**src/rtl/uart_iid_pkg.sv**
```systemverilog
package uart_iid_pkg;

    typedef enum logic [3:0] {
        IID_MODEM   = 4'h0,
        IID_NONE    = 4'h1,
        IID_THRE    = 4'h2,
        IID_RXDATA  = 4'h4,
        IID_LINE    = 4'h6,
        IID_TIMEOUT = 4'hC
    } iid_e;

    typedef enum logic {
        TP_IDLE,
        TP_ARMED
    } tp_state_e;

    localparam logic [7:0] LSR_ERR_MASK = 8'h1E;
    localparam int         IER_W        = 4;

endpackage

```
**src/rtl/uart_iid_ier_reg.sv**
```systemverilog
module uart_iid_ier_reg
    import uart_iid_pkg::*;
(
    input  logic             clk,
    input  logic             rst_n,
    input  logic             we,
    input  logic [7:0]       wdata,
    output logic [IER_W-1:0] ier
);
    logic unused_hi;
    assign unused_hi = ^wdata[7:IER_W];

    always_ff @(posedge clk or negedge rst_n) begin
        if (!rst_n) begin
            ier <= '0;
        end else if (we) begin
            ier <= wdata[IER_W-1:0];
        end
    end
endmodule

```
**src/rtl/uart_iid_thr_track.sv**
```systemverilog
module uart_iid_thr_track
    import uart_iid_pkg::*;
(
    input  logic clk,
    input  logic rst_n,
    input  logic arm,
    input  logic ack,
    input  logic load,
    output logic pend
);
    tp_state_e state_q, state_d;

    always_ff @(posedge clk or negedge rst_n) begin
        if (!rst_n) begin
            state_q <= TP_IDLE;
        end else begin
            state_q <= state_d;
        end
    end

    always_comb begin
        state_d = state_q;
        unique case (state_q)
            TP_IDLE: begin
                if (arm && !load) begin
                    state_d = TP_ARMED;
                end
            end
            TP_ARMED: begin
                if (load) begin
                    state_d = TP_IDLE;
                end else if (ack && !arm) begin
                    state_d = TP_IDLE;
                end
            end
            default: state_d = TP_IDLE;
        endcase
    end

    always_comb begin
        pend = (state_q == TP_ARMED);
    end
endmodule

```
**src/rtl/uart_iid_prio.sv**
```systemverilog
module uart_iid_prio
    import uart_iid_pkg::*;
#(
    parameter int CNT_W = 5
) (
    input  logic [IER_W-1:0] ier,
    input  logic [7:0]       line_stat,
    input  logic             rx_timeout,
    input  logic [CNT_W-1:0] rx_count,
    input  logic [CNT_W-1:0] rx_trig,
    input  logic             fifo_en,
    input  logic             thr_pend,
    input  logic [3:0]       msr_delta,
    output iid_e             id
);
    logic unused_stat;
    logic line_hit, tmo_hit, rx_hit, thr_hit, msr_hit, level_ok;

    assign unused_stat = ^line_stat[7:5];

    always_comb begin
        level_ok = !fifo_en || (rx_count >= rx_trig);
        line_hit = ier[2] && |(line_stat & LSR_ERR_MASK);
        tmo_hit  = ier[0] && rx_timeout;
        rx_hit   = ier[0] && line_stat[0] && level_ok;
        thr_hit  = ier[1] && thr_pend;
        msr_hit  = ier[3] && |msr_delta;

        if (line_hit)      id = IID_LINE;
        else if (tmo_hit)  id = IID_TIMEOUT;
        else if (rx_hit)   id = IID_RXDATA;
        else if (thr_hit)  id = IID_THRE;
        else if (msr_hit)  id = IID_MODEM;
        else               id = IID_NONE;
    end
endmodule

```
**src/rtl/uart_iid_enc.sv**
```systemverilog
module uart_iid_enc
    import uart_iid_pkg::*;
#(
    parameter int FIFO_DEPTH = 16,
    parameter int CNT_W      = $clog2(FIFO_DEPTH + 1)
) (
    input  logic             clk,
    input  logic             rst_n,
    input  logic             ier_we,
    input  logic [7:0]       ier_wdata,
    output logic [7:0]       ier_rd,
    input  logic             iir_rd,
    output logic [7:0]       iir_q,
    input  logic [7:0]       line_stat,
    input  logic             thr_empty,
    input  logic             thr_done,
    input  logic             thr_load,
    input  logic             rx_timeout,
    input  logic [CNT_W-1:0] rx_count,
    input  logic [CNT_W-1:0] rx_trig,
    input  logic             fifo_en,
    input  logic [3:0]       msr_delta,
    output logic             irq
);
    logic [IER_W-1:0] ier;
    logic             thr_pend;
    logic             arm_evt, ack_evt;
    iid_e             id_next;

    uart_iid_ier_reg u_ier (
        .clk   (clk),
        .rst_n (rst_n),
        .we    (ier_we),
        .wdata (ier_wdata),
        .ier   (ier)
    );

    assign ier_rd  = {{(8-IER_W){1'b0}}, ier};
    assign arm_evt = thr_done || (ier_we && thr_empty);
    assign ack_evt = iir_rd && (iir_q[3:0] == IID_THRE);

    uart_iid_thr_track u_thr (
        .clk   (clk),
        .rst_n (rst_n),
        .arm   (arm_evt),
        .ack   (ack_evt),
        .load  (thr_load),
        .pend  (thr_pend)
    );

    uart_iid_prio #(.CNT_W(CNT_W)) u_prio (
        .ier        (ier),
        .line_stat  (line_stat),
        .rx_timeout (rx_timeout),
        .rx_count   (rx_count),
        .rx_trig    (rx_trig),
        .fifo_en    (fifo_en),
        .thr_pend   (thr_pend),
        .msr_delta  (msr_delta),
        .id         (id_next)
    );

    always_ff @(posedge clk or negedge rst_n) begin
        if (!rst_n) begin
            iir_q <= {4'h0, IID_NONE};
            irq   <= 1'b0;
        end else begin
            iir_q <= {{2{fifo_en}}, 2'b00, id_next};
            irq   <= (id_next != IID_NONE);
        end
    end
endmodule

```
**config.mk**
```make
export PLATFORM = sky130hd
export DESIGN_NAME = uart_iid_enc
export DESIGN_NICKNAME = d
export VERILOG_FILES = /design/src/rtl/uart_iid_pkg.sv /design/src/rtl/uart_iid_ier_reg.sv /design/src/rtl/uart_iid_thr_track.sv /design/src/rtl/uart_iid_prio.sv /design/src/rtl/uart_iid_enc.sv
export SDC_FILE = /design/constraint.sdc
export NUM_CORES = 1
export LEC_CHECK = 0
export ABC_AREA = 1
export BUFFER_PORTS_ARGS = -buffer_cell sky130_fd_sc_hd__buf_2
export CAP_MARGIN = 10
export CORE_MARGIN = 10
export CORE_UTILIZATION = 40
export CTS_BUF_LIST = sky130_fd_sc_hd__clkbuf_2 sky130_fd_sc_hd__clkbuf_4 sky130_fd_sc_hd__clkbuf_8
export DETAILED_ROUTE_END_ITERATION = 8
export HOLD_SLACK_MARGIN = 0.15
export MAX_ROUTING_LAYER = met4
export PLACE_DENSITY_LB_ADDON = 0.1
export SYNTH_ARGS = -nofsm -noshare
export SYNTH_HDL_FRONTEND = slang
export SYNTH_SLANG_ARGS = --single-unit
```
**constraint.sdc**
```tcl
create_clock -name clk -period 2.16 [get_ports clk]
set_clock_uncertainty 0.1 [all_clocks]
set_input_delay 0.108 -clock clk [delete_from_list [all_inputs] [get_ports clk]]
set_output_delay 0.108 -clock clk [all_outputs]
set_load 0.02 [all_outputs]
```
==> results.rst, run 1 <==
.. list-table::
   :header-rows: 1

   * - Metric
     - Value
   * - Die width
     - ~61 um
   * - Critical setup path kind
     - in2reg
   * - Critical path peak fanout
     - 4
   * - Maximum vdd drop
     - between 0.4 and 0.5 mV
   * - Worst min-delay path category
     - in2async
   * - Count of unresolved DRC violations after routing
     - 0
   * - Fraction of synthesis flops using an asynchronous set or reset pin
     - 100%
   * - Worst reg2reg setup slack
     - between 0.15 and 0.2 ns
   * - Register-to-Register Path Depth
     - 4
   * - Final setup violation count
     - 0
   * - First-pass iteration count of the detailed router
     - 2
   * - Fin. Hold Viols
     - 0
   * - Ports
     - 56
   * - Clock tree from TritonCTS
     - done
   * - Timing-limited maximum frequency
     - roughly 470 MHz
   * - EDFF count, synth
     - 0
   * - Commonest cells post-synth
     - inv_1 (15), nand2_1 (15), dfrtp_1 (10)
   * - WP data arrival
     - between 2 and 2.5 ns
   * - Mean area per synthesized cell
     - approximately 8.8 sq um
   * - Count of pins over their slew limit
     - 0
   * - Worst-case setup margin in the final layout
     - between 0.03 and 0.04 ns
   * - Number of antenna violations at the first check in global routing
     - 0
   * - Initial Utilization
     - between 40% and 50%
   * - Result of the run
     - finished clean
   * - Post CTS Setup Buffer Count
     - 0
   * - Share of the cycle needed by the critical path after routing
     - between 90% and 100%
   * - Net count of the finished layout
     - 186
   * - Nature of the critical path startpoint
     - primary input
   * - Total Routing Usage GR
     - around an eighth
   * - Layout cells sized above 1
     - 39.7%
   * - Post-Route WL
     - between 1500 and 2000 um
   * - Final Wtd Congestion
     - approximately 0.65
   * - Max-capacitance violation count
     - 0
   * - Detailed router's first-iteration violation count
     - 7
   * - Die Ht
     - around 61 um
   * - Final cell utilization of the core
     - between 70% and 80%
   * - Maximum buffer depth of the clock tree
     - 2
   * - Yosys warning total
     - 0
   * - Top cells by area, synth
     - dfrtp_1 (38%), ha_1 (9.5%), inv_1 (8.6%)
   * - Floorplan row count
     - 14
   * - Tightest hold margin
     - ~0.22 ns
   * - Syn Std Cell Area
     - 657 sq um
   * - Core footprint
     - between 1500 and 2000 sq um
   * - Worst setup slack after placement
     - 0.921 ns
   * - Number of library cell types mapped by synthesis
     - 17
   * - Insertion delay to the later sink of the worst-skew pair
     - ~0.26 ns
   * - Number of cells produced by synthesis
     - 75
   * - Worst endpoint required time
     - 2.20 ns
   * - Number of buffers created by CTS
     - 3
   * - Vias in the first global route
     - between 700 and 800
   * - Commonest register cell after synthesis
     - dfrtp_1
   * - Number of buffers inserted by port buffering
     - 42
   * - Number of H-tree levels
     - 1
   * - Seq cells post-synth
     - 11
   * - Clock Tree Root
     - clkbuf_4
   * - Gr ovfl total
     - 0
   * - Setup repair after global routing missed its margin
     - no
   * - ANT cells
     - 0
   * - Post-cts gate resize count
     - 0
   * - Number of fill cells in the layout
     - 128
   * - Filler-free cell count of the finished design
     - between 150 and 200
   * - Clk sinks
     - 11
   * - Yosys top cell by area
     - dfrtp_1
   * - Post-detail-place hpwl
     - 1460 um
   * - Die footprint
     - between 3000 and 4000 sq um
   * - Cell Count Post-Placement
     - between 100 and 150
   * - Portion of the post-synthesis area used by sequential elements
     - between 40% and 50%
   * - Total via count after detailed routing
     - 686
   * - Area fraction of the dominant cell type after synthesis
     - roughly two fifths
   * - Layout Area Growth over Synthesis
     - 68.0%
   * - First-pass GRT wire length
     - 3190 um
   * - Detail Route Antenna Nets
     - 0
   * - WL/cell
     - about 12 um
   * - Summed negative setup slack over all endpoints
     - 0 ns
   * - Largest net degree at the start of global routing
     - 11
   * - Number of hold-repair buffers added at the cts stage
     - 22
   * - Critical Path End Type
     - flip-flop
   * - Final critical path time including I/O delays and setup
     - about 2.1 ns
   * - Number of vias per cell after detailed routing
     - 4.37
   * - Power density cells
     - between 500 and 600 nW/um^2
   * - Clock slew at the register clock pins of the worst setup and hold paths
     - roughly 0.060 ns
   * - Lkg Pwr
     - between 0.6 and 0.7 nW
final cells by class:
class                      count  area (sq um)  area share (%)
inverter                      15          56.3            5.10
timing repair buffer          64           430            39.0
clock buffer                   4          30.0            2.72
sequential                    11           277            25.1
tap                           16          20.0            1.81
multi-input combinational     47           290            26.3
cells by family after synthesis:
family	count (synthesis)	synth area share [%]
AND/OR/NAND/NOR	26	17.5
flip-flops	11	42.1
multiplexers	4	6.86
buffers and inverters	22	16.6
other	1	0.571
adder cells (fa/ha/maj)	5	9.52
AO/OA/AOI/OAI	6	6.86
power by group:
part / internal [mW] / total (mW) / switching [mW]
logic: 0.0956 / 0.192 / 0.0961
clock network: 0.0839 / 0.145 / 0.0608
registers: 0.227 / 0.239 / 0.0122
metal layers:
layer	share of wire (%)	vias to the layer above	global-route usage (%)
met1	38	304	12.1
met2	55	28	21.0
met5	0	-	-
met4	0	0	3.45
met3	6.4	0	3.97
li1	-	354	-
final timing paths:
kind	startpoint	end
min in group clk	rx_count[3]	irq
max	line_stat[1]	iir_q[1]
max in group asynchronous	rst_n	iir_q[1]
min reg2reg	u_ier.ier[3]	iir_q[0]
max reg2reg	u_ier.ier[2]	iir_q[1]
min	rst_n	iir_q[0]
flip-flops by register name, summed over array words and instances, names as in the netlist:
name	flops
iir_q	5
u_thr.pend	1
irq	1
u_ier.ier	4
cell usage in the layout, fill, tap and decap left out:
| cell type | n |
|---|---|
| nand3_1 | 1 |
| ha_1 | 5 |
| mux2_2 | 4 |
| buf_2 | 42 |
| dfrtp_1 | 10 |
| dfstp_2 | 1 |
| nor2_1 | 5 |
| nand4_1 | 2 |
| o21ai_4 | 1 |
| nand3_2 | 1 |
| a21oi_2 | 1 |
| nand2_1 | 15 |
| nor2_2 | 1 |
| conb_1 | 6 |
| nand2_2 | 1 |
| inv_1 | 15 |
| dlygate4sd3_1 | 22 |
| clkbuf_4 | 4 |
| a21oi_1 | 4 |
critical path, cell delays in order:
cell and delay [ns]:
dlygate4sd3_1 0.53, buf_2 0.13, o21ai_4 0.13, dlygate4sd3_1 0.64, nand2_1 0.08, dlygate4sd3_1 0.55
stage by stage:
step / instance area, sq um / power (mW)
CTS: 1100 / 0.579
global placement: 853 / 0.390
global route: 1100 / 0.617
finish: 1100 / 0.576
floorplan: 676 / 0.340
detailed placement: 853 / 0.393
No activity file was read; power rests on OpenSTA's default activity.
==> run 2, diff against run 1 <==
- CELL_PAD_IN_SITES_DETAIL_PLACEMENT: unset -> 0
- CELL_PAD_IN_SITES_GLOBAL_PLACEMENT: unset -> 1
- CORE_UTILIZATION: 40 -> 28
- PLACE_DENSITY: unset -> 0.95
- PLACE_DENSITY_LB_ADDON: 0.1 -> unset
==> run 2 against run 1 <==
- via count rose by 2.2%
- final cell count increased by 9.6%
- first-iteration DRC count down 71%
- global-route usage fell by 2.9 points
- sequential share of layout area shrank 0.98 points
- utilization down 21 points
- critical path depth rose by 2
- design area rose by 4.1%
- largest power group unchanged
- sequential power hardly changed
- worst hold slack got worse by 0.014 ns
- count of clock-buffer cells in the layout stayed put
- register-to-register slack better by 0.38 ns
- highest routed layer is now met4
==> results.rst, run 2 (synthesized netlist as in run 1, its figures left out) <==
.. list-table::
   :header-rows: 1

   * - Metric
     - Value
   * - Cell area reported after detailed placement
     - 868 sq um
   * - Number of buffers created by CTS
     - 3
   * - Lkg Pwr
     - 0.643 nW
   * - Largest net degree at the start of global routing
     - 11
   * - Final cell area excluding filler cells
     - between 1000 and 1500 sq um
   * - Power spent charging and discharging nets
     - between 0.15 and 0.2 mW
   * - Overall Power
     - between 0.5 and 0.6 mW
   * - Net count of the finished layout
     - 189
   * - Critical Path End Type
     - flip-flop
   * - Total via count after detailed routing
     - around 700
   * - ANT cells
     - 0
   * - Internal power component
     - 0.412 mW
   * - Layout cells sized above 1
     - between 30% and 40%
   * - Clock slew at the register clock pins of the worst setup and hold paths
     - 0.06 ns
   * - Final cell utilization of the core
     - 51.4%
   * - Nature of the critical path startpoint
     - primary input
   * - Count of pins over their slew limit
     - 0
   * - Ports
     - 56
   * - Number of antenna violations at the first check in global routing
     - 0
   * - Final setup violation count
     - 0
   * - Worst min-delay path category
     - in2async
   * - Clock tree from TritonCTS
     - done
   * - Die footprint
     - 4680 sq um
   * - Critical path peak fanout
     - 3
   * - Initial Utilization
     - 29.4%
   * - First-pass GRT wire length
     - between 3000 and 4000 um
   * - Number of buffers inserted by port buffering
     - between 40 and 50
   * - First-pass iteration count of the detailed router
     - 3
   * - Post-Route WL
     - 1980 um
   * - Max-capacitance violation count
     - 0
   * - Clock Tree Root
     - clkbuf_4
   * - Maximum buffer depth of the clock tree
     - 2
   * - Gr ovfl total
     - 0
   * - Count of unresolved DRC violations after routing
     - 0
   * - Insertion delay to the later sink of the worst-skew pair
     - 0.27 ns
   * - Number of flip-flops under the largest register name
     - 5
   * - Part of the total power dissipated in combinational logic
     - 33.6%
   * - Number of fill cells in the layout
     - between 200 and 250
   * - Setup repair after global routing missed its margin
     - no
   * - Clk sinks
     - 11
   * - Number of H-tree levels
     - 1
   * - Core footprint
     - approximately 2200 sq um
   * - Registers with the most flip-flops
     - iir_q (5), u_ier.ier (4)
   * - Register with the most flip-flops
     - iir_q
   * - Worst setup slack after placement
     - approximately 0.91 ns
   * - WL/cell
     - 11.5 um
   * - Highest-count cells in the layout ignoring fill and taps
     - buf_2 (42), dlygate4sd3_1 (25), inv_1 (15), nand2_1 (15), dfrtp_1 (10)
   * - Floorplan row count
     - 17
   * - Clock share of power
     - between 20% and 30%
   * - Die Ht
     - 68.4 um
   * - Register share of total power
     - between 40 and 50%
   * - Critical setup path kind
     - in2reg
   * - Share of the cycle needed by the critical path after routing
     - approximately 80%
   * - Maximum vdd drop
     - between 0.2 and 0.25 mV
   * - WP data arrival
     - about 1.8 ns
   * - Final critical path time including I/O delays and setup
     - around 1.7 ns
   * - Detailed router's first-iteration violation count
     - 2
   * - Layout Area Growth over Synthesis
     - 74.9%
   * - Filler-free cell count of the finished design
     - between 150 and 200
   * - Cell Count Post-Placement
     - between 100 and 150
   * - Timing-limited maximum frequency
     - 577 MHz
   * - Vias in the first global route
     - between 700 and 800
   * - Detail Route Antenna Nets
     - 0
   * - Post-cts gate resize count
     - 0
   * - Die width
     - 68.4 um
   * - Switching fraction of total power
     - 30.0%
   * - Power density cells
     - between 500 and 600 nW/um^2
   * - Number of vias per cell after detailed routing
     - between 4 and 5
   * - Fin. Hold Viols
     - 0
   * - Most common cell after layout, fill and taps aside
     - buf_2
   * - Worst endpoint required time
     - around 2.3 ns
   * - Summed negative setup slack over all endpoints
     - 0 ns
   * - Worst-case setup margin in the final layout
     - between 0.4 and 0.5 ns
   * - Tightest hold margin
     - approximately 0.2 ns
   * - Result of the run
     - finished clean
   * - Total Routing Usage GR
     - 8.92%
   * - Final Wtd Congestion
     - approximately 0.81
   * - Post-detail-place hpwl
     - between 1500 and 2000 um
[run 2: path summary, 6_finish.rpt]
check,slack [ns],end,cells past startpoint,start
worst max-delay path,0.43,iir_q[0],8,line_stat[3]
worst min-delay path,0.20,iir_q[0],2,rst_n
worst max register to register,0.57,u_thr.pend,5,iir_q[0]
worst min register to register,0.45,iir_q[0],3,u_ier.ier[3]
max in group asynchronous,0.89,u_thr.pend,3,rst_n
min in group clk,0.27,iir_q[0],7,rx_count[3]
[run 2: area by class of cell]
class,instances,area [sq um],area share [%]
multi-input cells,47,290,25.3
well taps,28,35.0,3.05
repair buffers,67,460,40.1
clock buffers,4,30.0,2.61
inverters,15,56.3,4.90
flip-flops and latches,11,277,24.1
[run 2: critical path: stages]
cell and delay, ns:
dlygate4sd3_1 0.53, buf_2 0.12, nor2_1 0.09, nand2_1 0.09, o21ai_4 0.15, dlygate4sd3_1 0.60
nand3_2 0.09, nor2_2 0.08
[run 2: power groups by stage]
stage	clock, mW	sequential, mW	combinational, mW
after global routing	0.174	0.242	0.220
after floorplan	0	0.266	0.0735
final	0.151	0.239	0.197
after CTS	0.161	0.239	0.193
after global placement	0	0.242	0.148
after detailed placement	0	0.243	0.153
[run 2: timing repair]
| action | in CTS | in global routing |
|---|---|---|
| setup endpoints to repair | 0 | 1 |
| hold buffers | 22 | 4 |
| setup buffers | 0 | 0 |
| endpoints found under the hold margin | 22 | 3 |
[run 2: layer usage]
| metal | routed length [um] | GRT usage (%) |
|---|---|---|
| met3 | 209 | 3.43 |
| met1 | 697 | 7.94 |
| met5 | 0 | - |
| met4 | 19 | 2.26 |
| met2 | 1050 | 17.1 |
==> run 3, diff against run 2 <==
- ABC_AREA: 1 -> 0
- CORE_UTILIZATION: 28 -> 26
- PLACE_DENSITY: 0.95 -> 0.9
- clock period: 2.16 -> 1.8 ns (I/O delays scaled with it)
==> run 3 against run 2 <==
- global-route usage is 0.36 points lower
- count of clock-buffer cells in the layout did not move
- highest routed layer unchanged
- clock power is 17% higher
- design area down 3.6%
- synthesized cell count fell by 24%
- utilization fell by 2.8 points
- critical endpoint unchanged
==> results.rst, run 3 <==
.. list-table::
   :header-rows: 1

   * - Metric
     - Value
   * - Cell with the most instances after synthesis
     - dfrtp_1
   * - Number of buffers created by CTS
     - 3
   * - Seq cells post-synth
     - 11
   * - WP data arrival
     - 1.77 ns
   * - Summed negative setup slack over all endpoints
     - 0 ns
   * - Gr ovfl total
     - 0
   * - Detail Route Antenna Nets
     - 0
   * - Max-capacitance violation count
     - 0
   * - Vias in the first global route
     - between 700 and 800
   * - ANT cells
     - 0
   * - Insertion delay to the later sink of the worst-skew pair
     - around 0.27 ns
   * - Register with the most flip-flops
     - iir_q
   * - Die Ht
     - just under 70 um
   * - Launch point of the worst path
     - msr_delta[2]
   * - Net count of the finished layout
     - around 170
   * - Final setup violation count
     - 0
   * - Count of unresolved DRC violations after routing
     - 0
   * - Count of pins over their slew limit
     - 0
   * - Clock slew at the register clock pins of the worst setup and hold paths
     - about 0.06 ns
   * - Fin. Hold Viols
     - 0
   * - Number of vias per cell after detailed routing
     - ~4.4
   * - Share of the cycle needed by the critical path after routing
     - between 90% and 100%
   * - Cell Count Post-Placement
     - approximately 130
   * - Power density cells
     - between 600 and 700 nW/um^2
   * - Clock tree from TritonCTS
     - done
   * - Total via count after detailed routing
     - about 660
   * - Commonest cells post-synth
     - dfrtp_1 (10), buf_4 (7), inv_1 (7)
   * - Final critical path time including I/O delays and setup
     - 1.67 ns
   * - Nature of the critical path startpoint
     - primary input
   * - Ports
     - 56
   * - Die width
     - roughly 69 um
   * - Result of the run
     - finished clean
   * - Syn Std Cell Area
     - about 640 sq um
   * - Number of antenna violations at the first check in global routing
     - 0
   * - Maximum single-stage delay on the critical path
     - around 0.62 ns
   * - Layout cells sized above 1
     - a little under half
   * - Final cell utilization of the core
     - between 40% and 50%
   * - Setup repair after global routing missed its margin
     - no
   * - Core footprint
     - between 2000 and 2500 sq um
   * - Worst endpoint required time
     - between 1.5 and 2 ns
   * - Post CTS Setup Buffer Count
     - 0
   * - Worst-case setup margin in the final layout
     - ~0.13 ns
   * - Portion of the post-synthesis area used by sequential elements
     - roughly 44%
   * - Commonest register cell after synthesis
     - dfrtp_1
   * - WL/cell
     - around 13 um
   * - Clock Tree Root
     - clkbuf_4
   * - Yosys warning total
     - 0
   * - Number of cells produced by synthesis
     - 57
   * - Floorplan row count
     - 17
   * - Highest-count cells in the layout ignoring fill and taps
     - buf_2 (42), dlygate4sd3_1 (23), dfrtp_1 (10)
   * - Detailed router's first-iteration violation count
     - 38
   * - Worst min-delay path category
     - in2async
   * - Fraction of synthesis flops using an asynchronous set or reset pin
     - between 90% and 100%
   * - Area fraction of the dominant cell type after synthesis
     - slightly below 40%
   * - Final Wtd Congestion
     - between 0.7 and 0.8
   * - Largest net degree at the start of global routing
     - 11
   * - Worst setup slack after placement
     - a little over 0.3 ns
   * - Initial Utilization
     - between 20 and 30%
   * - Critical path peak fanout
     - 2
   * - Timing-limited maximum frequency
     - 601 MHz
   * - Mean area per synthesized cell
     - roughly 11 sq um
   * - Critical Path End Type
     - flip-flop
   * - Post-Route WL
     - approximately 2000 um
   * - Launch instance of the worst register-to-register path
     - u_ier.ier[0]
   * - Post-cts gate resize count
     - 0
   * - Slowest cell on the critical path
     - dlygate4sd3_1
   * - Number of library cell types mapped by synthesis
     - 23
   * - Filler-free cell count of the finished design
     - about 150
   * - Number of buffers inserted by port buffering
     - 42
   * - Maximum buffer depth of the clock tree
     - 2
   * - Critical setup path kind
     - in2reg
   * - Cell Chain, Critical Path
     - dlygate4sd3_1, buf_2, o41ai_1, dlygate4sd3_1, and4_1
   * - First-pass GRT wire length
     - ~3300 um
   * - Registers with the most flip-flops
     - iir_q (5), u_ier.ier (4)
   * - Maximum vdd drop
     - 0.338 mV
   * - Die footprint
     - 4820 sq um
   * - Number of hold-repair buffers added at the cts stage
     - 23
   * - Number of flip-flops under the largest register name
     - 5
   * - First-pass iteration count of the detailed router
     - 2
   * - Tightest hold margin
     - about 0.21 ns
   * - Number of H-tree levels
     - 1
   * - Yosys top cell by area
     - dfrtp_1
   * - Register-to-Register Path Depth
     - 2
   * - EDFF count, synth
     - 0
   * - Critical path's most frequent cell
     - dlygate4sd3_1
   * - Lkg Pwr
     - between 0.5 and 0.6 nW
   * - Post-detail-place hpwl
     - roughly 1500 um
   * - Clk sinks
     - 11
   * - Top cells by area, synth
     - dfrtp_1 (39%), ha_1 (9.8%), buf_4 (8.3%)
   * - Total Routing Usage GR
     - 8.55%
   * - Layout Area Growth over Synthesis
     - 74.2%
   * - Most common cell after layout, fill and taps aside
     - buf_2
==> run 3: cell families (layout without fill, tap and decap cells) <==
group,Yosys count,after routing,synth area share (%)
other cells,1,6,0.590
simple gates,14,14,12.6
buf+inv,14,76,12.4
mux,4,4,7.09
fa+ha+maj,5,5,9.84
compound gates,8,8,14.0
flops,11,11,43.5
==> run 3: metal layers <==
metal | vias to the layer above | global-route usage (%) | routed length [um]
met5 | - | - | 0
met4 | 0 | 4.66 | 34
met3 | 4 | 2.28 | 161
met2 | 37 | 13.6 | 925
met1 | 302 | 9.48 | 867
li1 | 319 | - | -
==> run 3: power breakdown <==
group / leakage (nW) / internal [mW] / total (mW) / switching, mW
registers: 0.126 / 0.273 / 0.290 / 0.0170
logic: 0.424 / 0.118 / 0.227 / 0.110
clock network: 0.0184 / 0.101 / 0.177 / 0.0765
total: 0.569 / 0.491 / 0.694 / 0.203
==> run 3: path summary, 6_finish.rpt <==
| path | to | slack, ns |
|---|---|---|
| min in group clk | iir_q[2] | 0.22 |
| max | iir_q[0] | 0.13 |
| max in group asynchronous | iir_q[3] | 0.54 |
| min | iir_q[0] | 0.21 |
| max reg2reg | u_ier.ier[0] | 0.35 |
| min reg2reg | iir_q[1] | 0.47 |
==> run 3: cell type report <==
type / instances / area (sq um)
Fill cell: 193 / 1170
Tap cell: 28 / 35.0
Sequential cell: 11 / 277
Inverter: 7 / 26.3
Timing Repair Buffer: 65 / 440
Multi-Input combinational cell: 37 / 299
Clock buffer: 4 / 30.0
==> run 3: per-stage QoR <==
step	area [sq um]	power [mW]
final	1110	0.694
after detailed placement	847	0.474
after global placement	847	0.468
after floorplan	654	0.405
after global routing	1110	0.741
after CTS	1110	0.698
==> run 3: critical path: cells and delay by family <==
kind | cells | cell delay [ns]
buffers and inverters | 3 | 1.27
AO/OA/AOI/OAI | 1 | 0.22
AND/OR/NAND/NOR | 1 | 0.20
